`src/rtl/rfs_pkg.sv`:
```
package rfs_pkg;

  typedef enum logic [2:0] {
    SQ_IDLE,
    SQ_REQ,
    SQ_SETUP,
    SQ_ACT,
    SQ_PRE
  } seq_state_t;

  // next backlog value: saturating add, then consume one
  function automatic int unsigned backlog_step(int unsigned cur, logic add,
                                               logic take, int unsigned cap);
    int unsigned r;
    r = cur;
    if (add && (r < cap)) r = r + 1;
    if (take && (r > 0)) r = r - 1;
    return r;
  endfunction

  function automatic int unsigned max3(int unsigned a, int unsigned b,
                                       int unsigned c);
    int unsigned m;
    m = (a > b) ? a : b;
    return (m > c) ? m : c;
  endfunction

endpackage

```
`src/rtl/rfs_timer.sv`:
```
module rfs_timer #(
  parameter int unsigned LIMIT = 780
) (
  input  logic clk,
  input  logic rst_n,
  input  logic en,
  output logic tick
);
  localparam int unsigned TW = (LIMIT > 1) ? $clog2(LIMIT) : 1;

  logic [TW-1:0] cnt_q;

  assign tick = en && (cnt_q == TW'(LIMIT - 1));

  always_ff @(posedge clk or negedge rst_n) begin
    if (!rst_n)      cnt_q <= '0;
    else if (tick)   cnt_q <= '0;
    else if (en)     cnt_q <= cnt_q + TW'(1);
  end


  tick_gap_chk: assert property (@(posedge clk) disable iff (!rst_n)
    tick |=> !tick);

endmodule

```
`src/rtl/rfs_backlog.sv`:
```
module rfs_backlog import rfs_pkg::*; #(
  parameter int unsigned WAKE_N   = 8,
  parameter int unsigned PEND_MAX = 4
) (
  input  logic clk,
  input  logic rst_n,
  input  logic wake_req,
  input  logic add,
  input  logic take,
  input  logic seq_idle,
  output logic has_work,
  output logic waking
);
  localparam int unsigned PTOP = (WAKE_N > PEND_MAX) ? WAKE_N : PEND_MAX;
  localparam int unsigned PW   = $clog2(PTOP + 1);

  logic [PW-1:0] pend_q;
  logic          waking_q;
  logic          ovf;
  logic          load;

  // interval exceeded: a new request finds the backlog full
  assign ovf  = add && !take && (pend_q >= PW'(PEND_MAX)) && !waking_q;
  assign load = wake_req || ovf;

  always_ff @(posedge clk or negedge rst_n) begin
    if (!rst_n) begin
      pend_q   <= '0;
      waking_q <= 1'b0;
    end else begin
      if (load) pend_q <= PW'(WAKE_N);
      else      pend_q <= PW'(backlog_step(32'(pend_q), add, take, PEND_MAX));
      if (load)                         waking_q <= 1'b1;
      else if (seq_idle && pend_q == '0) waking_q <= 1'b0;
    end
  end

  assign has_work = (pend_q != '0);
  assign waking   = waking_q;


  backlog_cap_chk: assert property (@(posedge clk) disable iff (!rst_n)
    !waking_q |-> (pend_q <= PW'(PEND_MAX)));


  rewake_load_chk: assert property (@(posedge clk) disable iff (!rst_n)
    ovf |=> (waking_q && pend_q == PW'(WAKE_N)));

endmodule

```
`src/rtl/rfs_seq.sv`:
```
module rfs_seq import rfs_pkg::*; #(
  parameter int unsigned ROW_W     = 8,
  parameter int unsigned SETUP_CYC = 1,
  parameter int unsigned RAS_CYC   = 2,
  parameter int unsigned PRE_CYC   = 1
) (
  input  logic             clk,
  input  logic             rst_n,
  input  logic             ras_only,
  input  logic             work,
  input  logic             bus_gnt,
  output logic             take,
  output logic             idle,
  output logic             bus_req,
  output logic             ras_n,
  output logic             cas_n,
  output logic [ROW_W-1:0] addr
);
  localparam int unsigned CMAX = max3(SETUP_CYC, RAS_CYC, PRE_CYC + SETUP_CYC);
  localparam int unsigned CW   = $clog2(CMAX + 1) + 1;

  seq_state_t       st_q;
  logic [CW-1:0]    cnt_q;
  logic [ROW_W-1:0] row_q;
  logic             phase_done;
  logic             strobe;
  logic             ras_end;
  logic             cyc_end;

  assign phase_done = (cnt_q == '0);
  assign strobe     = (st_q == SQ_SETUP) || (st_q == SQ_ACT);
  assign ras_end    = (st_q == SQ_ACT) && phase_done;
  assign cyc_end    = (st_q == SQ_PRE) && phase_done;
  assign take       = ((st_q == SQ_REQ) && bus_gnt) || (cyc_end && work);

  always_ff @(posedge clk or negedge rst_n) begin
    if (!rst_n) begin
      st_q  <= SQ_IDLE;
      cnt_q <= '0;
    end else begin
      case (st_q)
        SQ_IDLE: if (work) st_q <= SQ_REQ;
        SQ_REQ: if (bus_gnt) begin
          st_q  <= SQ_SETUP;
          cnt_q <= CW'(SETUP_CYC - 1);
        end
        SQ_SETUP: if (phase_done) begin
          st_q  <= SQ_ACT;
          cnt_q <= CW'(RAS_CYC - 1);
        end else cnt_q <= cnt_q - CW'(1);
        SQ_ACT: if (phase_done) begin
          st_q  <= SQ_PRE;
          cnt_q <= CW'(PRE_CYC - 1);
        end else cnt_q <= cnt_q - CW'(1);
        SQ_PRE: if (phase_done) begin
          if (work) begin
            st_q  <= SQ_SETUP;
            cnt_q <= CW'(SETUP_CYC - 1);
          end else st_q <= SQ_IDLE;
        end else cnt_q <= cnt_q - CW'(1);
        default: st_q <= SQ_IDLE;
      endcase
    end
  end

  always_ff @(posedge clk or negedge rst_n) begin
    if (!rst_n)                 row_q <= '0;
    else if (ras_end && ras_only) row_q <= row_q + ROW_W'(1);
  end

  assign idle    = (st_q == SQ_IDLE);
  assign bus_req = (st_q != SQ_IDLE);
  assign ras_n   = (st_q != SQ_ACT);
  assign cas_n   = !(strobe && !ras_only);
  assign addr    = (strobe && ras_only) ? row_q : '0;

  // assertion support: run lengths of the row strobe
  logic [CW-1:0] low_len_q;
  logic [CW-1:0] high_len_q;
  always_ff @(posedge clk or negedge rst_n) begin
    if (!rst_n) begin
      low_len_q  <= '0;
      high_len_q <= CW'(CMAX);
    end else if (ras_n) begin
      low_len_q  <= '0;
      if (high_len_q != CW'(CMAX)) high_len_q <= high_len_q + CW'(1);
    end else begin
      high_len_q <= '0;
      low_len_q  <= low_len_q + CW'(1);
    end
  end


  ras_width_chk: assert property (@(posedge clk) disable iff (!rst_n)
    $rose(ras_n) |-> (low_len_q == CW'(RAS_CYC)));


  precharge_chk: assert property (@(posedge clk) disable iff (!rst_n)
    $fell(ras_n) |-> (high_len_q >= CW'(PRE_CYC + SETUP_CYC)));


  cbr_setup_chk: assert property (@(posedge clk) disable iff (!rst_n)
    ($fell(ras_n) && !ras_only) |-> (!cas_n && $past(!cas_n)));


  rasonly_pins_chk: assert property (@(posedge clk) disable iff (!rst_n)
    (!ras_n && ras_only) |-> (cas_n && $stable(addr)));


  row_step_chk: assert property (@(posedge clk) disable iff (!rst_n)
    ($rose(ras_n) && ras_only) |-> (row_q == $past(row_q) + ROW_W'(1)));

endmodule

```
`src/rtl/rfs_sched.sv`:
```
module rfs_sched import rfs_pkg::*; #(
  parameter int unsigned PAUSE_CYC    = 10000,
  parameter int unsigned INTERVAL_CYC = 780,
  parameter int unsigned WAKE_N       = 8,
  parameter int unsigned PEND_MAX     = 4,
  parameter int unsigned SETUP_CYC    = 1,
  parameter int unsigned RAS_CYC      = 2,
  parameter int unsigned PRE_CYC      = 1,
  parameter int unsigned ROW_W        = 8
) (
  input  logic             clk,
  input  logic             rst_n,
  input  logic             ras_only_mode,
  input  logic             bus_gnt,
  output logic             bus_req,
  output logic             ras_n,
  output logic             casl_n,
  output logic             cash_n,
  output logic             we_n,
  output logic [ROW_W-1:0] addr,
  output logic             init_done,
  output logic             host_ok
);
  logic pause_done_q;
  logic pause_tick;
  logic ref_tick;
  logic take;
  logic seq_idle;
  logic has_work;
  logic waking;
  logic cas_n;

  rfs_timer #(.LIMIT(PAUSE_CYC)) u_pause (
    .clk(clk), .rst_n(rst_n), .en(!pause_done_q), .tick(pause_tick));

  always_ff @(posedge clk or negedge rst_n) begin
    if (!rst_n)          pause_done_q <= 1'b0;
    else if (pause_tick) pause_done_q <= 1'b1;
  end

  rfs_timer #(.LIMIT(INTERVAL_CYC)) u_interval (
    .clk(clk), .rst_n(rst_n), .en(pause_done_q), .tick(ref_tick));

  rfs_backlog #(.WAKE_N(WAKE_N), .PEND_MAX(PEND_MAX)) u_backlog (
    .clk(clk), .rst_n(rst_n), .wake_req(pause_tick), .add(ref_tick),
    .take(take), .seq_idle(seq_idle), .has_work(has_work), .waking(waking));

  rfs_seq #(.ROW_W(ROW_W), .SETUP_CYC(SETUP_CYC), .RAS_CYC(RAS_CYC),
            .PRE_CYC(PRE_CYC)) u_seq (
    .clk(clk), .rst_n(rst_n), .ras_only(ras_only_mode), .work(has_work),
    .bus_gnt(bus_gnt), .take(take), .idle(seq_idle), .bus_req(bus_req),
    .ras_n(ras_n), .cas_n(cas_n), .addr(addr));

  assign casl_n    = cas_n;
  assign cash_n    = cas_n;
  assign we_n      = 1'b1;
  assign init_done = pause_done_q && !waking;
  assign host_ok   = init_done && seq_idle && !has_work;


  pause_quiet_chk: assert property (@(posedge clk) disable iff (!rst_n)
    !pause_done_q |-> !bus_req);


  wake_done_chk: assert property (@(posedge clk) disable iff (!rst_n)
    $rose(init_done) |-> !bus_req);


  host_gate_chk: assert property (@(posedge clk) disable iff (!rst_n)
    host_ok |-> (init_done && !bus_req));

endmodule

```
`config.mk`:
```
export PLATFORM = sky130hd
export DESIGN_NAME = rfs_sched
export DESIGN_NICKNAME = d
export VERILOG_FILES = /design/src/rtl/rfs_pkg.sv /design/src/rtl/rfs_timer.sv /design/src/rtl/rfs_backlog.sv /design/src/rtl/rfs_seq.sv /design/src/rtl/rfs_sched.sv
export SDC_FILE = /design/constraint.sdc
export NUM_CORES = 1
export LEC_CHECK = 0
export BUFFER_PORTS_ARGS = -buffer_cell sky130_fd_sc_hd__buf_4
export CAP_MARGIN = 20
export CORE_MARGIN = 2
export CORE_UTILIZATION = 45
export CTS_CLUSTER_SIZE = 40
export DETAILED_ROUTE_END_ITERATION = 8
export PLACE_DENSITY_LB_ADDON = 0.15
export SLEW_MARGIN = 0
export SYNTH_ARGS = -nofsm -noshare
export SYNTH_HDL_FRONTEND = slang
export SYNTH_HIERARCHICAL = 1
export SYNTH_SLANG_ARGS = --single-unit
export TNS_END_PERCENT = 100
```
`constraint.sdc`:
```
create_clock -name clk -period 3.26 [get_ports clk]
set_input_delay 0.326 -clock clk [delete_from_list [all_inputs] [get_ports clk]]
set_output_delay 0.326 -clock clk [all_outputs]
set_load 0.01 [all_outputs]
```
==> results <==
- The run finished with clean final reports.
- The routability congestion estimate is approximately 0.76.
- Setup repair after global routing left no endpoint under its margin.
- The largest voltage drop on the vdd net is 0.389 mV.
- The share of synthesized registers carrying an async set or reset is 1.00.
- Measured on the finished design, the core utilization comes to 0.503.
- The longest clock path from root to sink contains 2 buffers.
- The count of distinct cell types in the synthesized netlist is slightly above 60.
- The die covers between 0.006 and 0.007 sq mm.
- For this run, the post-layout net count is 270.
- The mean instance size in the synthesized netlist is about 10 sq um.
- The sink count of the clock tree is 44.
- The total routing usage reported by global routing is 0.159.
- The area of the core is between 0.005 and 0.006 sq mm.
- At the pin with the least slew margin, the transition time is between 0.5 and 0.6 ns.
- The share of the Yosys chip area taken by registers is 0.438.
- Counting flops and latches in the post-synthesis netlist gives 44.
- In this run the worst path has a maximum fanout of 7.
- The pin count of the biggest net entering global routing is 45.
- STA classifies the critical path endpoint as a flop.
- The standard-cell row count is 27.
- The cell-internal power is about 1000 uW.
- The via count is 1738.
- Before antenna repair, the detailed router went through 4 iterations.
- The peak per-stage delay on the critical path is ~0.46 ns.
- The number of levels the H-tree was split into is 2.
- The clock latency at the later pin of the worst-skew pair is approximately 0.29 ns.
- After clock tree synthesis, the clock-pin slew on the worst setup and hold paths is 0.08 ns.
- The repair_antennas step left the layout with diodes totalling 0.
- The number of buffers added on ports is 17.
- The post-cts resize count is 0.
- The class of the tightest hold or removal check is in2async.
- Of the total power, the clock network draws 0.212.
- STA classifies the critical path startpoint as a flop.
- The switching power of the nets is about 530 uW.
- The count of warnings emitted by yosys is 6.
- Once the clock tree was built, the setup fixing pass inserted 0 buffers.
- For this run, the top clock speed supported by timing is roughly 0.42 GHz.
- The setup slack of the most critical reg-to-reg path is roughly 0.86 ns.
- The clock period minus worst slack is 2.40 ns.
- The power density over the cells is 557 mW/mm^2.
- For this run, the leading register cell type out of synthesis is sky130_fd_sc_hd__dfrtp_1.
- The count of final hold-check violations is 0.
- Headroom to the max-slew limit came out at 0.637.
- The cell area that synthesis handed to floorplanning was between 0.002 and 0.003 sq mm.
- The number of antenna violations at the first check in global routing is 0.
- Summed over all instances, the cell type with the most area after synthesis is sky130_fd_sc_hd__dfrtp_1.
- The number of remaining DRC errors is 0.
- The final setup violation count is 0.
- Counting the buffers created by CTS gives 5.
- The number of violations reported at the end of detailed-routing iteration 0 is 52.
- The path depth of the worst reg2reg path is 7.
- The setup total negative slack is 0 ns.
- The kind of critical path is reg2reg.
- By area the synthesized netlist is led by sky130_fd_sc_hd__dfrtp_1, sky130_fd_sc_hd__xnor2_1, sky130_fd_sc_hd__xor2_1.
- The via count of the first global-routing pass is 1699.
- The analysis attributes to cell leakage a power of ~0.0012 uW.
- The layout-stage area growth over the synthesis result is 8.81%.
- The number of max-cap violations is 0.
- The routed via count divided by cell count is around 5.2.
- The CTS tree is done.
- The first global-routing pass estimated approximately 7.9 mm of wire.
- Of the total power, registers draw 0.475.
- The die width is 78.8 um.
- Summed over all layers, the global routing overflow is 0.
- For this design, the CTS-stage hold fixing added 0 buffers.
- Once detail routing completed, the nets flagged for antenna violations numbered 0.
- The vertical die dimension is 78.8 um.
- Data on the critical path is required at its endpoint by ~3.4 ns.
- The worst-case clock skew is ~0.0052 ns.
- In the final layout, the share of cells above drive strength 1 is 0.176.
- In the finished design, the share of the clock period the worst path needs comes to 0.735.
- The initial utilization of the core area, before any placement, comes to 0.462.
- The net switching fraction of the power is 0.347.
- The number of nets handed over by synthesis was between 200 and 300.
- For this design the top-level I/O count stands at 19.
- The average wire per standard cell is about 13 um.
- The number of enable-type register cells in the synthesized netlist is 0.
- The data arrival time at the worst-slack endpoint is around 2.6 ns.
- The HPWL after detailed placement is around 3.1 mm.
- The overall routed net length is approximately 4.4 mm.
- The number of cells produced by synthesis is around 250.
- The share of Yosys cell area claimed by the top area cell type is 0.438.
- The signal on the critical path passes through ha_1 > nand4_1 > nor4b_4 > nor3b_4 > mux2_4 > and3_1 > o21a_1.
- The number of max-slew violations in the final report was 0.
- The tree is rooted in a sky130_fd_sc_hd__clkbuf_8.
- The combinational fraction of design power is 0.313.
- On the critical path, the stage with the largest delay is an instance of sky130_fd_sc_hd__nor4b_4.
final cells by class:
class,count,area (sq um)
well taps,72,90.1
flip-flops and latches,44,1100
clock inverters,2,12.5
repair buffers,17,128
clock buffers,5,68.8
inverters,10,37.5
multi-input cells,183,1300
fillers,521,2700
placed cells by master, fill, tap and decap left out, types with 3 or more instances in the layout:
| cell | n |
|---|---|
| sky130_fd_sc_hd__nor2_1 | 21 |
| sky130_fd_sc_hd__nand3_1 | 12 |
| sky130_fd_sc_hd__o21ai_0 | 3 |
| sky130_fd_sc_hd__buf_4 | 17 |
| sky130_fd_sc_hd__mux2_4 | 3 |
| sky130_fd_sc_hd__nand2_1 | 19 |
| sky130_fd_sc_hd__ha_1 | 5 |
| sky130_fd_sc_hd__xnor2_1 | 17 |
| sky130_fd_sc_hd__xor2_1 | 10 |
| sky130_fd_sc_hd__nand4_1 | 11 |
| sky130_fd_sc_hd__and2_1 | 8 |
| sky130_fd_sc_hd__a21oi_1 | 6 |
| sky130_fd_sc_hd__dfrtp_1 | 44 |
| sky130_fd_sc_hd__inv_1 | 10 |
| sky130_fd_sc_hd__o22ai_1 | 5 |
| sky130_fd_sc_hd__and3_1 | 7 |
| sky130_fd_sc_hd__clkbuf_8 | 5 |
| sky130_fd_sc_hd__nor4_1 | 5 |
per-layer routing:
layer | part of all wire | wire length [um] | track usage
met3 | 0.018 | 79 | 0.0341
met4 | 0.012 | 51 | 0.0614
met1 | 0.50 | 2200 | 0.218
met2 | 0.47 | 2090 | 0.246
met5 | 0 | 0 | 0
state kept, by name, summed over array words and instances, names as in the netlist:
signal / cells
u_seq/cnt_q: 3
u_seq/st_q: 3
u_backlog/pend_q: 4
u_seq/row_q: 8
u_interval/cnt_q: 10
u_pause/cnt_q: 14
pause_done_q: 1
u_backlog/waking: 1
worst paths after layout:
kind                                                 start                             to
setup reg to reg           u_interval/cnt_q[0]$_DFFE_PN0P_  u_backlog/pend_q[1]$_DFF_PN0_
setup / recovery           u_interval/cnt_q[0]$_DFFE_PN0P_  u_backlog/pend_q[1]$_DFF_PN0_
hold / removal                                       rst_n   u_pause/cnt_q[9]$_DFFE_PN0P_
min in group clk                                   bus_gnt      u_seq/st_q[0]$_DFFE_PN0P_
hold reg to reg                 u_seq/row_q[7]$_DFFE_PN0P_     u_seq/row_q[7]$_DFFE_PN0P_
max in group asynchronous                            rst_n      u_seq/st_q[1]$_DFFE_PN0P_
power groups by stage:
stage	clock [uW]	sequential (uW)	combinational, uW
floorplan	0	662	439
global placement	0	737	481
detailed placement	0	734	482
CTS	340	725	484
global route	365	746	539
finish	323	725	477
cells in the mapped netlist, types with 2 or more instances:
library cell / n
sky130_fd_sc_hd__inv_1: 10
sky130_fd_sc_hd__nand4_1: 11
sky130_fd_sc_hd__mux2i_1: 2
sky130_fd_sc_hd__nand3_1: 12
sky130_fd_sc_hd__and3_1: 7
sky130_fd_sc_hd__nor2_1: 21
sky130_fd_sc_hd__buf_4: 3
sky130_fd_sc_hd__ha_1: 5
sky130_fd_sc_hd__and4_1: 2
sky130_fd_sc_hd__xor2_1: 10
sky130_fd_sc_hd__nor4_1: 5
sky130_fd_sc_hd__buf_2: 4
sky130_fd_sc_hd__or3b_2: 2
sky130_fd_sc_hd__nor3b_1: 2
sky130_fd_sc_hd__nand2_1: 19
sky130_fd_sc_hd__and2_1: 8
sky130_fd_sc_hd__o21ai_0: 3
sky130_fd_sc_hd__nor3_1: 2
sky130_fd_sc_hd__buf_6: 2
sky130_fd_sc_hd__nor4b_4: 2
sky130_fd_sc_hd__xnor2_1: 17
sky130_fd_sc_hd__a21oi_1: 6
sky130_fd_sc_hd__and2b_2: 2
sky130_fd_sc_hd__clkbuf_1: 2
sky130_fd_sc_hd__mux2_4: 3
sky130_fd_sc_hd__o22ai_1: 5
sky130_fd_sc_hd__o21a_1: 2
sky130_fd_sc_hd__or2_2: 2
sky130_fd_sc_hd__nand2b_1: 2
sky130_fd_sc_hd__dfrtp_1: 44
cell families after synthesis:
group | after synthesis | synth area share
AOI/OAI and AO/OA | 26 | 0.0697
xor gates and xnor gates | 27 | 0.0940
adders and majority gates | 5 | 0.0249
buffers and inverters | 22 | 0.0458
DFF | 44 | 0.438
muxes | 6 | 0.0303
other | 1 | 0.00149
and+or+nand+nor | 118 | 0.296
worst max-delay path: cells and delay by family (launching register included):
family / cells / cell delay (ns)
AO/OA/AOI/OAI: 1 / 0.17
flip-flops: 1 / 0.41
adder cells (fa/ha/maj): 1 / 0.23
multiplexers: 1 / 0.35
AND/OR/NAND/NOR: 4 / 1.13
through the flow:
stage	hold slack (ns)	setup WS, ns	power [uW]	std cells	instance area, sq um
2_1_floorplan	0.0304	1.06	1100	249	2510
3_3_place_gp	0.362	0.919	1220	326	2660
3_5_place_dp	0.365	0.856	1220	326	2660
4_1_cts	0.0350	0.845	1550	333	2740
5_1_grt	0.0555	0.694	1650	333	2740
6_report	0.0258	0.864	1530	333	2740
(Power assumes the default switching activity.)
